`src/rtl/dual_phase_pulse.sv`:
```
module dual_phase_pulse #(
  parameter int UNIT = 140
) (
  input  logic clk,
  input  logic rst,
  input  logic en,
  output logic pulse_a,
  output logic pulse_b,
  output logic wrap
);
  localparam int PERIOD = 6 * UNIT;
  localparam int CW = $clog2(PERIOD + 1);
  localparam logic [CW-1:0] A_END   = CW'(2 * UNIT);
  localparam logic [CW-1:0] B_START = CW'(3 * UNIT);
  localparam logic [CW-1:0] B_END   = CW'(5 * UNIT);
  localparam logic [CW-1:0] LAST    = CW'(PERIOD - 1);

  logic [CW-1:0] cnt, cnt_n;
  logic          run;
  logic          at_last;

  assign at_last = run && (cnt == LAST);
  assign cnt_n   = (!en || !run || at_last) ? '0 : cnt + 1'b1;

  always_ff @(posedge clk) begin
    if (rst) begin
      run     <= 1'b0;
      cnt     <= '0;
      pulse_a <= 1'b0;
      pulse_b <= 1'b0;
      wrap    <= 1'b0;
    end else begin
      run     <= en;
      cnt     <= cnt_n;
      pulse_a <= en && (cnt_n < A_END);
      pulse_b <= en && (cnt_n >= B_START) && (cnt_n < B_END);
      wrap    <= en && at_last;
    end
  end

  // Checks: dead-gap counter tracks cycles since either line fell
  logic          a_d, b_d;
  logic [CW-1:0] gap;
  logic          fell_any;
  assign fell_any = (a_d && !pulse_a) || (b_d && !pulse_b);

  always_ff @(posedge clk) begin
    if (rst) begin
      a_d <= 1'b0;
      b_d <= 1'b0;
      gap <= '0;
    end else begin
      a_d <= pulse_a;
      b_d <= pulse_b;
      if (fell_any)      gap <= CW'(1);
      else if (&gap == 1'b0) gap <= gap + 1'b1;
    end
  end

  p_exclusive_r4: assert property (@(posedge clk) disable iff (rst)
    !(pulse_a && pulse_b));
  p_gap_b_r5: assert property (@(posedge clk) disable iff (rst)
    (pulse_b && !b_d) |-> (gap == CW'(UNIT)));
  p_gap_a_r6: assert property (@(posedge clk) disable iff (rst)
    wrap |-> (gap == CW'(UNIT)));
  p_wrap_with_a_r7: assert property (@(posedge clk) disable iff (rst)
    wrap |-> pulse_a);
  p_wrap_single_r7: assert property (@(posedge clk) disable iff (rst)
    wrap |=> !wrap);
  p_idle_low_r8: assert property (@(posedge clk) disable iff (rst)
    !en |=> (!pulse_a && !pulse_b && !wrap));
endmodule

```
`config.mk`:
```
export PLATFORM = sky130hd
export DESIGN_NAME = dual_phase_pulse
export DESIGN_NICKNAME = d
export VERILOG_FILES = /design/src/rtl/dual_phase_pulse.sv
export SDC_FILE = /design/constraint.sdc
export NUM_CORES = 1
export LEC_CHECK = 0
export ABC_AREA = 0
export BUFFER_PORTS_ARGS = -buffer_cell sky130_fd_sc_hd__buf_2
export CAP_MARGIN = 20
export CORE_UTILIZATION = 30
export CTS_CLUSTER_DIAMETER = 50
export DETAILED_ROUTE_END_ITERATION = 10
export PLACE_DENSITY = 0.52
export SLEW_MARGIN = 5
export SYNTH_ARGS = -nofsm -noshare
export SYNTH_HDL_FRONTEND = slang
export SYNTH_SLANG_ARGS = --single-unit
```
`constraint.sdc`:
```
create_clock -name clk -period 3.7 [get_ports clk]
set_input_delay 0.74 -clock clk [delete_from_list [all_inputs] [get_ports clk]]
set_output_delay 0.74 -clock clk [all_outputs]
set_load 0.1 [all_outputs]
```
Yosys cells after proc, flatten, opt, wreduce, memory -nomap -nowiden
Cells that the tools add are included.

Bits in registers: 14. Latch bits: 0. Bits in writable memories: 0. Bits in read-only memories: 0. Input port bits: 3. Output and inout bits: 3. Word-level logic and storage cells: 20. Memories: 0.

Add/sub/neg operators: 1. Multiply operators: 0. Divide/modulo/power cells: 0. Order comparisons: 3. Equal/unequal tests: 1. Shift-type cells: 0. Mux-type cells: 1. Bitwise logic cells: 0. Reduce and logical (&&, ||, !) cells: 9.

Operators with widths (count): $add 10x1->10 const B (1); $eq 10x10->1 const B (1); $ge 10x9->1 const B (1); $lt 10x10->1 const B (1); $lt 10x9->1 const B (1); $mux 10 (1); $logic_and 1x1->1 (5); $logic_not 1->1 (2); $logic_or 1x1->1 (2).

Depth between registers and ports, before layout
Depth after elaboration: 7. Depth in mapped cells: 7.

Worst setup path after synthesis
OpenSTA, ideal clock, no wires.

Path type: flip-flop to flip-flop. Start: reg cnt[0]. End: reg pulse_b. Data arrival time: 1.909 ns. Required time: 3.630 ns. Path slack: 1.721 ns. Cell stages (with the launch flop): 8. Cell sequence: dfxtp_1 -> ha_1 -> buf_2 -> and3b_1 -> a31oi_1 -> o311a_1 -> or4b_1 -> a21oi_1.

Cells in the longest elaborated chain, start to end: 7.

RTL lines: start: declaration (line 18) `logic [CW-1:0] cnt, cnt_n;`; start signal: assignment (line 34) `cnt <= cnt_n;`; branches (longest 3 deep; another with $add 10x1->10); $mux 10 (*) (line 23) `assign cnt_n = (!en || !run || at_last) ? '0 : cnt + 1'b1;`; $ge 10x9->1 (line 36) `pulse_b <= en && (cnt_n >= B_START) && (cnt_n < B_END);`; $logic_and 1x1->1 (line 36); $logic_and 1x1->1 (*) (line 36); end signal: assignment (line 36); end: declaration (line 8) `output logic pulse_b,`.

Every way passes the cells marked *. A chain may end at the register's enable or synchronous reset.

Worst setup path after layout
Ends and elaborated chain as after synthesis.

==> reports/results.ini <==
[sta]
post-route-period-util=0.663
tightest_slew_ns=0.526
final_max_slew_viol_count=0
fmax_mhz=408
hold_viol=0
setup_violations=0
grt_setup_unrepaired=false
setup_tns_ns=0
skew_ns=0.00615
fin_crit_ns=2.45
slew_headroom=0.649

[critical_path]
critPathCaptureType=flip-flop
start_kind=flip-flop
crit_type=reg -> reg
cp_data_required_time_ns=3.93
crit_fanout=11
arrival_ns=2.68

[global_route]
grtUsageTotal=0.137
grt-ovfl-total=0
antenna_found_initial=0
grt_pass1_vias=632
grt_max_degree=15
grt_first_pass_wirelength_um=2770

[clock_tree]
cts_tree=yes
clock-sinks=14
post_cts_resized=0
clkSlewWorstSetupHoldPaths_ns=0.09
clk_latency_ns=0.29
cts_root_buf=clkbuf_4
postCtsHoldBufs=0
cts_buffers=3
cts.htree.levels=1
cts_max_path_buffers=2
post_cts_buffers=0

[finish]
fin_util=0.349
area_delta_synth_final_pct=8.22
drive_gt1_frac=0.139
diodes=0
nets=106
fillers=261
multi_input_area_um2=479
seqCellArea_um2=280

[place]
port_buffers=5
hpwl_um=1260
gp_congestion=0.859

[detailed_routing]
ant_nets=0
drtIter0Drc=26
drc_errors=0
vias_per_cell=5.52
avgRoutedWirePerCell_um=13.2
dr.pass1.iters=4
totalWireLength_um=1730
vias=723

[floorplanning]
die_h_um=53.9
start_util=0.323
rows=18
io_pins=6
design.core.area_um2=2500
design.die.area_um2=2900
fp.dieW_um=53.9

[yosys]
ys_seq_area_frac=0.347
ys_warn_count=0
synth_top_flop_cell=dfxtp_1
yosys.cell_count.top_type=dfxtp_1
synth_area_leader_cell=dfxtp_1
async_flop_share=0
yosysTopAreaCellShare=0.347
synth_edf_count=0
syn_nets=101
ys_ff_latch=14
syn_avg_cell_area_um2=8.32
synth_top_cells_by_area=dfxtp_1 35%, nand3_1 6.8%, nor2_1 5.1%, xor2_1 3.3%, buf_4 2.8%
netlist_area_um2=807
synthCells=97
synth_common_cells=14 x dfxtp_1, 11 x nand3_1, 11 x nor2_1, 4 x inv_1, 4 x o21ai_0
yosys.cell_types.count=39

[pwr]
power_density_nw_per_um2=316
vdd_drop_max_mv=0.302
power_leakage_nw=0.300

[flow_run]
max_cap_violations=0

[hold_path]
min_path_type=reg -> reg

[status]
status=finished, final reports clean

-- registers in the layout, summed over array words and instances (netlist names) --
signal,flops
wrap,1
pulse_a,1
pulse_b,1
cnt,10
run,1
-- power breakdown --
| group | internal [W] | switching (W) |
|---|---|---|
| clock network | 0.0000599 | 0.0000523 |
| registers | 0.000152 | 0.00000124 |
| logic | 0.00000250 | 0.00000762 |
-- cell type report --
type | instances | area share
Clock buffer | 4 | 0.0415
Sequential cell | 14 | 0.321
Tap cell | 30 | 0.0430
Timing Repair Buffer | 5 | 0.0287
Inverter | 4 | 0.0172
Multi-Input combinational cell | 74 | 0.549
-- worst max-delay path, cell delays in order (launching register included) --
cell      delay, ns
dfxtp_1        0.48
ha_1           0.44
nor3b_1        0.42
a31oi_1        0.20
a21boi_1       0.20
or4b_1         0.53
a21oi_1        0.13
-- routing by layer --
metal / vias up / share of wire / wire [um] / GRT usage
li1: 367 / - / - / -
met1: 337 / 0.48 / 830 / 0.166
met2: 19 / 0.47 / 818 / 0.222
met3: 0 / 0.045 / 78 / 0.0593
met4: 0 / 0 / 0 / 0.0263
met5: - / 0 / 0 / 0
-- final timing paths --
check | start | endpoint | slack, ns | cells past startpoint
setup / recovery | cnt[0]$_SDFF_PP0_ | pulse_b$_SDFF_PP0_ | 1.25 | 6
hold / removal | run$_SDFF_PP0_ | wrap$_SDFF_PP0_ | 0.46 | 2
setup reg to reg | cnt[0]$_SDFF_PP0_ | pulse_b$_SDFF_PP0_ | 1.25 | 6
hold reg to reg | run$_SDFF_PP0_ | wrap$_SDFF_PP0_ | 0.46 | 2
-- cells in the final DEF (no fill, tap or decap), types with 3 or more instances in the layout --
master	synthesis	routed
nand4_1	3	3
o21ai_0	4	4
inv_1	4	4
nand2_1	3	3
nand3_1	11	11
a31oi_1	3	3
dfxtp_1	14	14
xor2_1	3	3
nor3_1	3	3
clkbuf_4	0	3
nor2_1	11	11
buf_2	2	5
-- kinds of logic after synthesis --
kind of cell / count (synthesis) / synth area share
adders and majority gates: 1 / 0.0155
AOI/OAI and AO/OA: 23 / 0.216
buffers and inverters: 9 / 0.0589
and+or+nand+nor: 46 / 0.319
DFF: 14 / 0.347
xor gates and xnor gates: 4 / 0.0434
-- per-stage QoR --
stage / instance area, um2 / cells / worst slack [ns] / power [W] / hold WS, ns
5_1_grt: 873 / 131 / 1.07 / 0.000289 / 0.492
2_1_floorplan: 807 / 97 / 1.72 / 0.000164 / 0.423
3_5_place_dp: 837 / 127 / 1.29 / 0.000167 / 0.451
6_report: 873 / 131 / 1.25 / 0.000276 / 0.462
4_1_cts: 873 / 131 / 1.25 / 0.000279 / 0.462
3_3_place_gp: 837 / 127 / 1.39 / 0.000167 / 0.437
Power figures use the tool's default switching activity.
